--- config.mk ---
export PLATFORM = sky130hd
export DESIGN_NAME = dims_lut
export DESIGN_NICKNAME = d
export VERILOG_FILES = /design/src/rtl/dims_lut.sv
export SDC_FILE = /design/constraint.sdc
export NUM_CORES = 1
export LEC_CHECK = 0
export ABC_AREA = 0
export CORE_AREA = 2 2 39 41
export DETAILED_ROUTE_END_ITERATION = 10
export DIE_AREA = 0 0 41 43
export SYNTH_ARGS = -nofsm -noshare
export SYNTH_HDL_FRONTEND = slang
export SYNTH_SLANG_ARGS = --single-unit
--- constraint.sdc ---
create_clock -name clk -period 1.2 [get_ports clk]
set_input_delay 0.18 -clock clk [delete_from_list [all_inputs] [get_ports clk]]
set_output_delay 0.18 -clock clk [all_outputs]
set_load 0.01 [all_outputs]
--- src/rtl/dims_lut.sv ---
module dims_lut #(
  parameter int K = 3,
  parameter logic [(1<<K)-1:0] TT = 8'hCA
) (
  input  logic         clk,
  input  logic         rst_n,
  input  logic [K-1:0] in_hi,
  input  logic [K-1:0] in_lo,
  output logic         out_hi,
  output logic         out_lo,
  output logic         code_err
);
  localparam int M = 1 << K;

  logic [M-1:0] c_q;

  genvar m, i;
  generate
    for (m = 0; m < M; m++) begin : g_mint
      logic [K-1:0] leg;
      logic         c_bit;
      for (i = 0; i < K; i++) begin : g_leg
        if (((m >> i) & 1) == 1) begin : g_t
          assign leg[i] = in_hi[i];
        end else begin : g_f
          assign leg[i] = in_lo[i];
        end
      end
      always_ff @(posedge clk) begin
        if (!rst_n)       c_bit <= 1'b0;
        else if (&leg)    c_bit <= 1'b1;
        else if (~|leg)   c_bit <= 1'b0;
      end
      assign c_q[m] = c_bit;
    end
  endgenerate

  assign out_hi   = |(c_q & TT);
  assign out_lo   = |(c_q & ~TT);
  assign code_err = |(in_hi & in_lo);
endmodule

==> flow_summary.toml <==
[grt]
overflow = 0
grt_max_degree = 7
grt_pass1_wl_um = 1500
antenna_found_initial = 0
grt_usage_pct = 12.4
grt_pass1_vias = 384

[detailed_routing]
routed-via-count = 393
viasPerCell = 4.62
drc = 0
drt_iter0_markers = 5
ant_nets = 0
wl_per_cell_um = 10.7
drt_first_pass_iters = 4
drt-total-wl_um = 909

[floorplanning]
dieArea_um2 = 1760
die_w_um = 41
floorplan.core_area_um2 = 1380
io_pins = 11
die_h_um = 43
row_count = 14
start_util_pct = 24.3

[worst_setup_path]
r2r_slack_ns = 0.44
r2r_end = "g_mint[6].c_bit$_SDFFE_PN0P_"
cp-start-kind = "register"
critPathMaxFanout = 2
crit_chain = "or4_1, buf_2"
reg2reg_depth = 3
cpMaxStageDelayCell = "or4_1"
worstSetupStartpoint = "g_mint[4].c_bit$_SDFFE_PN0P_"
timing.rr.start = "g_mint[6].c_bit$_SDFFE_PN0P_"
slowest_delay_ns = 0.51
worstPathArrival_ns = 1.21
worst_ep_required_time_ns = 1.02
end_kind = "primary output"
crit_type = "reg2out"

[logic_synthesis]
post-synth-top-count-cell = "nand2_1"
synth_ff_type = "dfxtp_1"
synth_edf_count = 0
syn_avg_cell_area_um2 = 7.83
synthTopCellsByArea = "dfxtp_1 48%, o22ai_1 15%, a21oi_1 12%"
yosysSeqAreaShare_pct = 47.6
synth_area_leader_cell = "dfxtp_1"
yosysUniqueCellTypes = 9
syn_nets = 51
netlist_instances = 43
ys_warn_count = 0
synth_top_area_share_pct = 47.6
ys_seq_elements = 8
async_reset_ff_share_pct = 0
synthTopCellsByCount = "10 x nand2_1, 8 x a21oi_1, 8 x dfxtp_1, 8 x o22ai_1, 4 x nor2_1"
netlist_area_um2 = 337

[finish]
antennaDiodeCount = 0
drive_gt1_share_pct = 30.4
fin_nets = 79
largest_reg_flops = 8
top_regs = "g_mint.c_bit x8"
final_core_util_pct = 40.3
fin_area_um2 = 558
syn2layout_area_growth_pct = 65.8
regMostFlops = "g_mint.c_bit"

[timing]
worst_pin_slew_ns = 0.267
finalMaxSlewViolations = 0
fin_ws_ns = -0.188
post-route-period-util_pct = 116
final-hold-violation-count = 0
final.setup.tns_ns = -0.376
layout_min_cycle_time_ns = 1.39
fmax_mhz = 720
setup_viol = 2
relSlewSlack_pct = 82.2
rsz0062_at_grt = "yes"
fin_skew_ns = 0

[power]
combPwrFrac_pct = 24.4
p_int_w = 0.000489
clockPowerShare_pct = 30.4
p_leak_nw = 0.255
power_switching_w = 0.000164
irDropWorstVdd_mv = 0.610
powerDensity_nw_per_um2 = 1170
seq_power_share_pct = 45.2
swShare_pct = 25.1

[min_path]
hold_depth = 3
hold_end = "g_mint[0].c_bit$_SDFFE_PN0P_"
hold_path.class = "in2reg"
hold_start = "in_lo[0]"

[clock_network]
clk_latency_ns = 0.24
clkTransAtPathRegs_ns = 0.05
clk_path_buf_depth = 2
clock_sinks = 8
cts-buffers-inserted = 3
clockRootBuffer = "clkbuf_4"
htreeDepth = 1
tritoncts = "built"

[placement]
gp_congestion = 0.723
io_buffers = 10
dp_hpwl_um = 724
placed_cell_area_um2 = 549

[job]
maxCapViolCount = 0

[outcome]
violations = "setup timing"
status = "finished, violations left"
## metrics by stage
step           instances  total power (W)  hold slack [ns]  setup WS (ns)
3_3_place_gp          81         0.000478            0.473         -0.443
2_1_floorplan         43         0.000365            0.332          0.156
6_report              85         0.000653            0.451         -0.188
3_5_place_dp          81         0.000480            0.472         -0.493
5_1_grt               85         0.000703            0.476         -0.240
4_1_cts               85         0.000669            0.444         -0.200
## area by class of cell
| cell class | instances | area [um^2] |
|---|---|---|
| clock buffers | 3 | 22.5 |
| fillers | 156 | 826 |
| inverters | 1 | 3.75 |
| multi-input cells | 33 | 168 |
| flip-flops and latches | 8 | 161 |
| well taps | 16 | 20.0 |
| repair buffers | 24 | 183 |
## cells by family after synthesis
logic type             share of synthesized area, %
AO/OA/AOI/OAI                                  29.7
AND/OR/NAND/NOR                                20.1
buffers and inverters                          2.60
flip-flops                                     47.6
## power groups by stage
stage	clock network [W]	logic [W]	registers [W]
detailed placement	0	0.000179	0.000301
finish	0.000198	0.000159	0.000295
global placement	0	0.000177	0.000301
floorplan	0	0.0000630	0.000302
global route	0.000228	0.000178	0.000298
CTS	0.000213	0.000161	0.000295
## worst max path at each step
stage                     slack (ns)  cells after the start       end
final                          -0.19                      2    out_lo
after global routing           -0.24                      2    out_hi
after CTS                      -0.20                      2    out_lo
after detailed placement       -0.49                      4  code_err
after global placement         -0.44                      4  code_err
after floorplan                 0.16                      1    out_hi
## layer usage
| layer | GRT usage, % | vias to the layer above | share of wire, % |
|---|---|---|---|
| li1 | - | 213 | - |
| met1 | 16.6 | 172 | 47 |
| met2 | 18.8 | 8 | 47 |
| met3 | 3.14 | 0 | 5.7 |
| met4 | 4.00 | 0 | 0 |
| met5 | 0 | - | 0 |
## placed cells by master, fill, tap and decap left out, drive strengths merged
cell type       n
a21oi           8
a222oi          1
buf            17
clkbuf          3
clkdlybuf4s50   1
dfxtp           8
dlygate4sd2     6
inv             1
nand2          10
nor2            4
o22ai           8
or4             2
## worst max-delay path: cells and delay by family, from the launching register on
family,cells,cell delay [ns]
buffers and inverters,1,0.15
DFF,1,0.30
and+or+nand+nor,1,0.51
## timing repair
action	4_1_cts	5_1_grt
buffers inserted	1	0
gates resized for setup	19	0
setup endpoints to repair	3	2
pin swaps	1	1
hold buffers	0	0
hold endpoints to repair	0	0
(Power assumes the default switching activity.)
